## src/rtl/gpic_pkg.sv

```systemverilog
package gpic_pkg;

    localparam int DATA_W   = 32;
    localparam int ADDR_W   = 6;
    localparam int NUM_SRC  = 64;
    localparam int SRC_W    = $clog2(NUM_SRC);
    localparam int NUM_GRP  = 4;
    localparam int NUM_SLOT = 8;
    localparam int CODE_W   = 3;
    localparam int ROUTE_W  = 2;
    localparam int HI_SLOTS = 2;
    localparam int GRP_ROUTE_BITS = ROUTE_W * HI_SLOTS;
    localparam int VEC_LSB  = DATA_W - SRC_W;

    // word indices (byte address / 4)
    localparam int W_CTRL  = 0;
    localparam int W_MASK  = 1;
    localparam int W_ROUTE = 2;
    localparam int W_PRIO0 = 4;
    localparam int W_VLOW  = 8;
    localparam int W_VHIGH = 9;

    // control register fields
    localparam int CTRL_TOP_LSB  = 24;
    localparam int CTRL_DEST_LSB = 8;

    localparam logic [ROUTE_W-1:0] DEST_HIGH = 2'b01;

    typedef logic [SRC_W-1:0]  src_t;
    typedef logic [CODE_W-1:0] code_t;
    typedef logic [DATA_W-1:0] word_t;

    typedef struct packed {
        src_t top_src;
        logic top_high;
    } ctrl_cfg_t;

    // fixed group membership: first source, first code, member count, mask bit of first member
    localparam int GRP_SRC0 [NUM_GRP] = '{1, 10, 32, 40};
    localparam int GRP_CODE0[NUM_GRP] = '{0, 1, 0, 0};
    localparam int GRP_CNT  [NUM_GRP] = '{3, 6, 5, 4};
    localparam int GRP_MTOP [NUM_GRP] = '{15, 6, 31, 23};

    // least significant bit of priority slot k (k = 0 is slot 1)
    function automatic int slot_lsb(input int k);
        return (k < 3) ? (29 - 3 * k) : (21 - 3 * k);
    endfunction

    function automatic logic code_ok(input int g, input code_t code);
        return (int'(code) >= GRP_CODE0[g]) && (int'(code) < GRP_CODE0[g] + GRP_CNT[g]);
    endfunction

    function automatic src_t code_src(input int g, input code_t code);
        return src_t'(GRP_SRC0[g] + int'(code) - GRP_CODE0[g]);
    endfunction

    function automatic logic src_valid(input int s);
        logic v;
        v = 1'b0;
        for (int g = 0; g < NUM_GRP; g++)
            if (s >= GRP_SRC0[g] && s < GRP_SRC0[g] + GRP_CNT[g]) v = 1'b1;
        return v;
    endfunction

    function automatic int src_bit(input int s);
        int b;
        b = 0;
        for (int g = 0; g < NUM_GRP; g++)
            if (s >= GRP_SRC0[g] && s < GRP_SRC0[g] + GRP_CNT[g]) b = GRP_MTOP[g] - (s - GRP_SRC0[g]);
        return b;
    endfunction

endpackage

```

## src/rtl/gpic_pend.sv

```systemverilog
module gpic_pend
    import gpic_pkg::*;
(
    input  logic               clk,
    input  logic               rst,
    input  logic [NUM_SRC-1:0] src_in,
    output logic [NUM_SRC-1:0] pend_q
);

    always_ff @(posedge clk) begin
        if (rst) pend_q <= '0;
        else     pend_q <= src_in;
    end

    AST_LEVEL_FOLLOW: assert property (@(posedge clk) disable iff (rst) !$past(rst) |-> pend_q == $past(src_in));

endmodule

```

## src/rtl/gpic_regs.sv

```systemverilog
module gpic_regs
    import gpic_pkg::*;
(
    input  logic                          clk,
    input  logic                          rst,
    input  logic [ADDR_W-1:0]             bus_addr,
    input  logic                          bus_wr,
    input  word_t                         bus_wdata,
    output word_t                         bus_rdata,
    input  src_t                          win_low,
    input  src_t                          win_high,
    output word_t                         mask_q,
    output word_t                         route_q,
    output logic [NUM_GRP-1:0][DATA_W-1:0] prio_q,
    output ctrl_cfg_t                     ctrl_cfg
);

    localparam int WIDX_W = ADDR_W - 2;

    logic [WIDX_W-1:0] widx;
    logic              aligned;
    word_t             ctrl_q;

    assign widx    = bus_addr[ADDR_W-1:2];
    assign aligned = (bus_addr[1:0] == 2'b00);

    always_ff @(posedge clk) begin
        if (rst) begin
            ctrl_q  <= '0;
            mask_q  <= '0;
            route_q <= '0;
            prio_q  <= '0;
        end else if (bus_wr && aligned) begin
            if (widx == WIDX_W'(W_CTRL))  ctrl_q  <= bus_wdata;
            if (widx == WIDX_W'(W_MASK))  mask_q  <= bus_wdata;
            if (widx == WIDX_W'(W_ROUTE)) route_q <= bus_wdata;
            for (int g = 0; g < NUM_GRP; g++)
                if (widx == WIDX_W'(W_PRIO0 + g)) prio_q[g] <= bus_wdata;
        end
    end

    always_comb begin
        bus_rdata = '0;
        if (aligned) begin
            if (widx == WIDX_W'(W_CTRL))  bus_rdata = ctrl_q;
            if (widx == WIDX_W'(W_MASK))  bus_rdata = mask_q;
            if (widx == WIDX_W'(W_ROUTE)) bus_rdata = route_q;
            if (widx == WIDX_W'(W_VLOW))  bus_rdata = {win_low,  {VEC_LSB{1'b0}}};
            if (widx == WIDX_W'(W_VHIGH)) bus_rdata = {win_high, {VEC_LSB{1'b0}}};
            for (int g = 0; g < NUM_GRP; g++)
                if (widx == WIDX_W'(W_PRIO0 + g)) bus_rdata = prio_q[g];
        end
    end

    assign ctrl_cfg.top_src  = ctrl_q[CTRL_TOP_LSB +: SRC_W];
    assign ctrl_cfg.top_high = (ctrl_q[CTRL_DEST_LSB +: ROUTE_W] == DEST_HIGH);

    AST_VEC_READONLY: assert property (@(posedge clk) disable iff (rst)
        (bus_wr && aligned && (widx == WIDX_W'(W_VLOW) || widx == WIDX_W'(W_VHIGH)))
        |=> (mask_q == $past(mask_q) && ctrl_q == $past(ctrl_q) && route_q == $past(route_q)));

endmodule

```

## src/rtl/gpic_arb.sv

```systemverilog
module gpic_arb
    import gpic_pkg::*;
#(
    parameter logic SEL_HIGH = 1'b0
) (
    input  logic                           clk,
    input  logic                           rst,
    input  logic [NUM_SRC-1:0]             active,
    input  logic [NUM_GRP-1:0][DATA_W-1:0] prio_q,
    input  word_t                          route_q,
    input  ctrl_cfg_t                      ctrl_cfg,
    output src_t                           win
);

    always_comb begin
        logic  found;
        code_t code;
        src_t  cand;
        logic  to_high;
        int    sh;
        win   = '0;
        found = 1'b0;
        // designated top source first
        if ((ctrl_cfg.top_high == SEL_HIGH) && active[ctrl_cfg.top_src]) begin
            win   = ctrl_cfg.top_src;
            found = 1'b1;
        end
        // then groups in fixed order, slots 1..8 inside each group
        for (int g = 0; g < NUM_GRP; g++) begin
            for (int k = 0; k < NUM_SLOT; k++) begin
                code    = prio_q[g][slot_lsb(k) +: CODE_W];
                cand    = code_src(g, code);
                sh      = (k < HI_SLOTS) ? (g * GRP_ROUTE_BITS + (HI_SLOTS - 1 - k) * ROUTE_W) : 0;
                to_high = (k < HI_SLOTS) && (route_q[sh +: ROUTE_W] == DEST_HIGH);
                if (!found && code_ok(g, code) && (cand != ctrl_cfg.top_src)
                    && (to_high == SEL_HIGH) && active[cand]) begin
                    win   = cand;
                    found = 1'b1;
                end
            end
        end
    end

    AST_WIN_LIVE: assert property (@(posedge clk) disable iff (rst) (win != '0) |-> active[win]);
    AST_WIN_ASSIGNED: assert property (@(posedge clk) disable iff (rst) (win != '0) |-> src_valid(int'(win)));

endmodule

```

## src/rtl/gpic_top.sv

```systemverilog
module gpic_top
    import gpic_pkg::*;
(
    input  logic               clk,
    input  logic               rst,
    input  logic [ADDR_W-1:0]  bus_addr,
    input  logic               bus_wr,
    input  logic [DATA_W-1:0]  bus_wdata,
    output logic [DATA_W-1:0]  bus_rdata,
    input  logic [NUM_SRC-1:0] src_in,
    output logic               irq_low,
    output logic               irq_high
);

    localparam logic RESERVED_EN = 1'b0;

    logic [NUM_SRC-1:0]             pend_q;
    logic [NUM_SRC-1:0]             active;
    word_t                          mask_q;
    word_t                          route_q;
    logic [NUM_GRP-1:0][DATA_W-1:0] prio_q;
    ctrl_cfg_t                      ctrl_cfg;
    src_t                           win_low;
    src_t                           win_high;

    gpic_pend u_pend (
        .clk    (clk),
        .rst    (rst),
        .src_in (src_in),
        .pend_q (pend_q)
    );

    gpic_regs u_regs (
        .clk       (clk),
        .rst       (rst),
        .bus_addr  (bus_addr),
        .bus_wr    (bus_wr),
        .bus_wdata (bus_wdata),
        .bus_rdata (bus_rdata),
        .win_low   (win_low),
        .win_high  (win_high),
        .mask_q    (mask_q),
        .route_q   (route_q),
        .prio_q    (prio_q),
        .ctrl_cfg  (ctrl_cfg)
    );

    // enabled-and-pending per source number; reserved numbers are tied off
    for (genvar s = 0; s < NUM_SRC; s++) begin : g_act
        if (src_valid(s)) begin : g_used
            assign active[s] = pend_q[s] & mask_q[src_bit(s)];
        end else begin : g_resv
            assign active[s] = pend_q[s] & RESERVED_EN;
        end
    end

    gpic_arb #(.SEL_HIGH(1'b0)) u_arb_low (
        .clk      (clk),
        .rst      (rst),
        .active   (active),
        .prio_q   (prio_q),
        .route_q  (route_q),
        .ctrl_cfg (ctrl_cfg),
        .win      (win_low)
    );

    gpic_arb #(.SEL_HIGH(1'b1)) u_arb_high (
        .clk      (clk),
        .rst      (rst),
        .active   (active),
        .prio_q   (prio_q),
        .route_q  (route_q),
        .ctrl_cfg (ctrl_cfg),
        .win      (win_high)
    );

    assign irq_low  = (win_low  != '0);
    assign irq_high = (win_high != '0);

    AST_ONE_OUTPUT: assert property (@(posedge clk) disable iff (rst) (irq_low && irq_high) |-> (win_low != win_high));
    AST_TOP_WINS: assert property (@(posedge clk) disable iff (rst) (ctrl_cfg.top_high && active[ctrl_cfg.top_src]) |-> (win_high == ctrl_cfg.top_src));

endmodule

```

## config.mk

```make
export PLATFORM = sky130hd
export DESIGN_NAME = gpic_top
export DESIGN_NICKNAME = d
export VERILOG_FILES = /design/src/rtl/gpic_pkg.sv /design/src/rtl/gpic_pend.sv /design/src/rtl/gpic_regs.sv /design/src/rtl/gpic_arb.sv /design/src/rtl/gpic_top.sv
export SDC_FILE = /design/constraint.sdc
export NUM_CORES = 1
export LEC_CHECK = 0
export ABC_AREA = 0
export ABC_CLOCK_PERIOD_IN_PS = 11500
export BUFFER_PORTS_ARGS = -buffer_cell sky130_fd_sc_hd__buf_2
export CAP_MARGIN = 10
export CORE_MARGIN = 3
export CORE_UTILIZATION = 45
export DETAILED_ROUTE_END_ITERATION = 12
export PLACE_DENSITY_LB_ADDON = 0.05
export SLEW_MARGIN = 20
export SYNTH_ARGS = -nofsm -noshare
export SYNTH_HDL_FRONTEND = slang
export SYNTH_SLANG_ARGS = --single-unit
```

## constraint.sdc

```tcl
create_clock -name clk -period 11.5 [get_ports clk]
set_clock_uncertainty 0.05 [all_clocks]
set_input_delay 1.15 -clock clk [delete_from_list [all_inputs] [get_ports clk]]
set_output_delay 1.15 -clock clk [all_outputs]
set_load 0.01 [all_outputs]
```

==> flow_summary.json, run 1 <==
{
  "status": "complete, no violations",
  "tightest_slew_ns": 1.11,
  "first_pass_iters": 6,
  "drtIter0Drc": 1654,
  "io_pins": 139,
  "antenna_found_initial": 1,
  "setup_viol": 0,
  "yosys_warnings": 0,
  "area_growth_pct": 9.33,
  "cts_root_buf": "clkbuf_16",
  "drv_slew": 0,
  "ys_seq_area_frac": 0.303,
  "place_ws_ns": 5.60,
  "grt_pass1_vias": 15310,
  "num_vias": 16431,
  "tritoncts.num_buffers": 27,
  "hold_viol_final": 0,
  "async_flop_share": 0,
  "crit_arrival_ns": 5.45,
  "clk_path_buf_depth": 3,
  "fmax_mhz": 150,
  "period_share": 0.578,
  "crit_path_max_incr_delay_ns": 0.69,
  "final_area_sq_um": 17500,
  "synth_top_area_frac": 0.303,
  "cts_tree": "done",
  "drive_above_1_share": 0.115,
  "cp_cell_sequence": "inv_1 -> ha_1 -> xor2_1 -> mux4_2 -> or2_2 -> a2111o_1 -> and2_1 -> nand3_2 -> nor4_1 -> a2111oi_0 -> nand2_1 -> o211ai_1 -> a31oi_1 -> buf_2",
  "synth_edf_count": 0,
  "num_rows": 68,
  "hold_path.class": "reg -> reg",
  "setup_ws_ns": 4.85,
  "cts_setup_buffers": 0,
  "setup-tns-final_ns": 0,
  "netlist_area_sq_um": 16000,
  "die_width_microns": 195,
  "vias_per_cell": 6.21,
  "dpl_cell_area_sq_um": 16700,
  "wl_per_cell_microns": 23.5,
  "antenna_left": 0,
  "grt_first_pass_wirelength_mm": 94.1,
  "place.gp.congestion": 0.998,
  "synth_nets": 2325,
  "postCtsHoldBufs": 0,
  "maxCapViolCount": 0,
  "power_mw": 1.79,
  "cts.sinks": 242,
  "diodes": 0,
  "start_util": 0.460,
  "crit_type": "reg -> out",
  "ys_seq_elements": 242,
  "final_nets": 2322,
  "cp_max_fo": 9,
  "cts_resized": 0,
  "start_kind": "flip-flop",
  "dp_hpwl_mm": 44.6,
  "critPathBufInv": 2,
  "synth_common_cells": "nand2_1, a21oi_1, dfxtp_1, clkbuf_1, nor2_1",
  "synth_cell_types": 98,
  "synth_cells": 2175,
  "htreeDepth": 1,
  "die_area_sq_um": 37900,
  "grt_max_degree": 152,
  "grt.overflow.total": 0,
  "io_buffer_count": 92,
  "power_density_nw_per_um2": 102,
  "fp.coreArea_sq_um": 34800,
  "post-route-util": 0.503,
  "critPathSlowestCell": "a2111oi_0",
  "die_h_microns": 195,
  "grt_setup_unrepaired": "no",
  "track_usage": 0.315,
  "cp.required_ns": 10.30,
  "fin_crit_ns": 6.65,
  "avgSynthCellArea_sq_um": 7.36,
  "wl_mm": 62.1,
  "yosys-top-cells-area": "dfxtp_1, nand2_1, a21oi_1",
  "leakagePower_nw": 5.90,
  "synth_top_area_cell": "dfxtp_1",
  "ir_worst_vdd_mv": 0.119,
  "synthFlopType": "dfxtp_1",
  "clk_pin_slew_worst_paths_ns": 0.06,
  "relSlewSlack": 0.261,
  "clkLatencyLatePin_ns": 0.54,
  "path_delay_family": "compound AO/OA/AOI/OAI gates",
  "endpoint_kind": "output port",
  "remaining_drc_errors": 0,
  "synth_most_common_cell": "nand2_1"
}
[sequential cells by signal, summed over array words and instances, names as in the netlist]
signal          cells
u_regs.prio_q     128
u_regs.ctrl_q      32
u_regs.mask_q      32
u_regs.route_q     32
u_pend.pend_q      18
[worst paths after layout]
| check | startpoint | endpoint | slack [ns] | depth (start not counted) |
|---|---|---|---|---|
| setup / recovery | u_regs.prio_q[35]$_SDFFE_PP0P_ | bus_rdata[31] | 4.85 | 14 |
| hold / removal | u_regs.prio_q[81]$_SDFFE_PP0P_ | u_regs.prio_q[81]$_SDFFE_PP0P_ | 0.40 | 2 |
| setup reg to reg | u_regs.ctrl_q[29]$_SDFFE_PP0P_ | u_regs.ctrl_q[29]$_SDFFE_PP0P_ | 10.23 | 2 |
| hold reg to reg | u_regs.prio_q[81]$_SDFFE_PP0P_ | u_regs.prio_q[81]$_SDFFE_PP0P_ | 0.40 | 2 |
[worst register-to-register path, cell delays in order (launching register included)]
cell and delay [ns]:
dfxtp_1 0.87, nand2_1 0.10, a21oi_1 0.17
[metrics by stage]
| step | hold WS, ns | instances |
|---|---|---|
| finish | 0.402 | 2646 |
| CTS | 0.403 | 2646 |
| detailed placement | 0.394 | 2598 |
| global route | 0.418 | 2646 |
| global placement | 0.389 | 2598 |
| floorplan | 0.383 | 2175 |
[cells by family after synthesis]
family | synth area share
AOI/OAI and AO/OA | 0.250
muxes | 0.0536
buffers and inverters | 0.0542
DFF | 0.303
adders and majority gates | 0.0352
and+or+nand+nor | 0.262
xor gates and xnor gates | 0.0425
[power by group]
part / total [mW] / switching, mW / internal [mW]
Combinational: 0.101 / 0.0748 / 0.0261
Sequential: 0.853 / 0.00830 / 0.845
Clock: 0.834 / 0.354 / 0.480
[cells in the final DEF (no fill, tap or decap), types with 6 or more instances in the layout]
cell type  instances
a221oi_1           7
mux2_2            30
nand3b_1          14
or3_1              9
nor2_1            76
nor2b_1           35
ha_1              45
clkbuf_1           8
a21oi_1          263
mux2i_1           16
nor4_1            10
o31ai_1           10
a31oi_1           45
inv_1             51
mux4_2            16
nand2_1          587
o211ai_1          19
nor3_1            29
a22o_1            32
nand3_1           63
dfxtp_1          240
xnor2_1           48
o22ai_1            7
a32oi_1           11
xor2_1            26
a22oi_1           58
clkbuf_16         27
o21ai_0           55
a311oi_1           8
a32o_1             6
and3_1            17
buf_2             91
a211oi_1          14
and2_1            13
nand4_1            7
buf_4             31
nand2b_1          17
[layer usage]
layer / vias up / global-route usage / share of wire
met2: 674 / 0.511 / 0.46
met3: 124 / 0.0463 / 0.075
met5: - / 0 / 0.00019
li1: 7704 / - / -
met1: 7927 / 0.432 / 0.43
met4: 2 / 0.106 / 0.034
[final cells by class]
| cell class | instances | area (sq um) |
|---|---|---|
| multi-input combinational | 1724 | 10300 |
| sequential | 242 | 4850 |
| timing repair buffer | 123 | 702 |
| clock inverter | 9 | 80.1 |
| fill | 3480 | 17300 |
| inverter | 54 | 203 |
| clock buffer | 39 | 761 |
| tap | 455 | 569 |
Note: power is estimated with default switching activity, not from simulation.
==> inputs of run 2 (changes only) <==
--- a/config.mk
+++ b/config.mk
@@ -6,7 +6,7 @@
 export NUM_CORES = 1
 export LEC_CHECK = 0
 export ABC_AREA = 0
-export ABC_CLOCK_PERIOD_IN_PS = 11500
+export ABC_CLOCK_PERIOD_IN_PS = 5700
 export BUFFER_PORTS_ARGS = -buffer_cell sky130_fd_sc_hd__buf_2
 export CAP_MARGIN = 10
 export CORE_MARGIN = 3
==> constraint.sdc (replaced) <==
create_clock -name clk -period 5.7 [get_ports clk]
set_clock_uncertainty 0.05 [all_clocks]
set_input_delay 0.57 -clock clk [delete_from_list [all_inputs] [get_ports clk]]
set_output_delay 0.57 -clock clk [all_outputs]
set_load 0.01 [all_outputs]
==> flow_summary.json, run 2 (same netlist as run 1, synthesis figures left out) <==
{
  "track_usage": 0.336,
  "fmax_mhz": 181,
  "num_rows": 68,
  "grtUsageMet2": 0.564,
  "start_util": 0.460,
  "power_frac_comb": 0.056,
  "largest_register_ffs": 128,
  "hold_path.class": "in -> reg",
  "fp.coreArea_sq_um": 34800,
  "postCtsHoldBufs": 0,
  "grt_max_degree": 106,
  "cp_max_fo": 16,
  "remaining_drc_errors": 0,
  "clk_pin_slew_worst_paths_ns": 0.07,
  "ir_worst_vdd_mv": 0.212,
  "p_switching_uw": 930,
  "final_nets": 2361,
  "relSlewSlack": 0.289,
  "hold_viol_final": 0,
  "area_growth_pct": 11.9,
  "num_vias": 16844,
  "setup_ws_ns": 0.190,
  "tritoncts.num_buffers": 29,
  "endpoint_kind": "output port",
  "io_buffer_count": 92,
  "dp_hpwl_mm": 48.2,
  "wl_per_cell_microns": 24.7,
  "cts_root_buf": "clkbuf_16",
  "vias_per_cell": 6.27,
  "internal_power_mw": 2.83,
  "power_density_nw_per_um2": 210,
  "whs_ns": 0.166,
  "regMostFlops": "u_regs.prio_q",
  "die_area_sq_um": 37900,
  "global_route.usage.met1": 0.452,
  "period_share": 0.967,
  "cts.sinks": 242,
  "crit_type": "reg -> out",
  "maxCapViolCount": 0,
  "die_h_microns": 195,
  "first_pass_iters": 6,
  "antenna_found_initial": 0,
  "cts_tree": "done",
  "clkLatencyLatePin_ns": 0.55,
  "place.gp.congestion": 0.980,
  "start_kind": "flip-flop",
  "p_sw_frac": 0.248,
  "layout_commonest_cell": "nand2_1",
  "htreeDepth": 1,
  "power_mw": 3.76,
  "grt_setup_unrepaired": "yes",
  "place_ws_ns": 0.533,
  "grt.overflow.total": 0,
  "drtIter0Drc": 1661,
  "die_width_microns": 195,
  "io_pins": 139,
  "clkPwrFrac": 0.485,
  "final_cells": 2688,
  "p_seq_frac": 0.458,
  "grt_pass1_vias": 15642,
  "leakagePower_nw": 6.14,
  "fin_crit_ns": 5.51,
  "crit_arrival_ns": 4.89,
  "setup_viol": 0,
  "layout_common_cells": "nand2_1, a21oi_1, dfxtp_1",
  "grt_first_pass_wirelength_mm": 99.2,
  "place_inst": 2630,
  "diodes": 0,
  "antenna_left": 0,
  "grt_use_met3": 0.0465,
  "grt_busiest_layer": "met2",
  "cp.required_ns": 5.08,
  "status": "complete, no violations",
  "setup-tns-final_ns": 0,
  "wl_mm": 66.3,
  "clk_path_buf_depth": 3,
  "drv_slew": 0,
  "tightest_slew_ns": 1.06,
  "drive_above_1_share": 0.135
}
run 2: power groups by stage:
stage / sequential [mW] / clock (mW) / combinational [mW]
after global routing: 1.72 / 1.91 / 0.225
after detailed placement: 1.76 / 0 / 0.205
after floorplan: 1.75 / 0 / 0.110
final: 1.72 / 1.82 / 0.211
after global placement: 1.76 / 0 / 0.203
after CTS: 1.72 / 1.85 / 0.205
run 2: routing by layer:
metal  share of wire  vias up
met3           0.070      111
li1                -     7782
met2            0.47      717
met4           0.030        0
met5               0        -
met1            0.43     8234
run 2: critical path: stages, from the launching register on:
cell	delay [ns]
dfxtp_1	0.53
inv_1	0.12
ha_1	0.34
xor2_2	0.33
xnor2_1	0.13
nor4_2	0.40
nor4_4	0.13
a2111oi_4	0.43
nand4_4	0.31
or2_2	0.45
o22ai_1	0.24
o311ai_2	0.19
o221ai_1	0.32
o211ai_1	0.20
buf_2	0.18
run 2: stage by stage:
stage	cell area, sq um	util
2_1_floorplan	16000	-
3_3_place_gp	16900	0.486
3_5_place_dp	16900	0.486
4_1_cts	17800	0.513
5_1_grt	17900	0.515
6_report	17900	0.515
run 2: final timing paths:
| check | startpoint | depth (start not counted) | slack (ns) | to |
|---|---|---|---|---|
| max reg2reg | u_regs.ctrl_q[25]$_SDFFE_PP0P_ | 3 | 4.16 | u_regs.ctrl_q[25]$_SDFFE_PP0P_ |
| min reg2reg | u_regs.mask_q[10]$_SDFFE_PP0P_ | 2 | 0.40 | u_regs.mask_q[10]$_SDFFE_PP0P_ |
| min | src_in[36] | 2 | 0.17 | u_pend.pend_q[36]$_SDFF_PP0_ |
| max | u_regs.prio_q[59]$_SDFFE_PP0P_ | 14 | 0.19 | irq_low |
run 2: area by class of cell:
class	count	area (sq um)
fillers	3552	16900
well taps	455	569
flip-flops and latches	242	4850
inverters	54	203
repair buffers	160	980
clock buffers	46	890
clock inverters	7	50.0
multi-input cells	1724	10400
run 2: repair_timing:
item	in CTS	in global routing
pin swaps	0	3
gates cloned	0	0
gates resized for setup	1	9
endpoints found under the setup margin	1	7
setup buffers	0	5
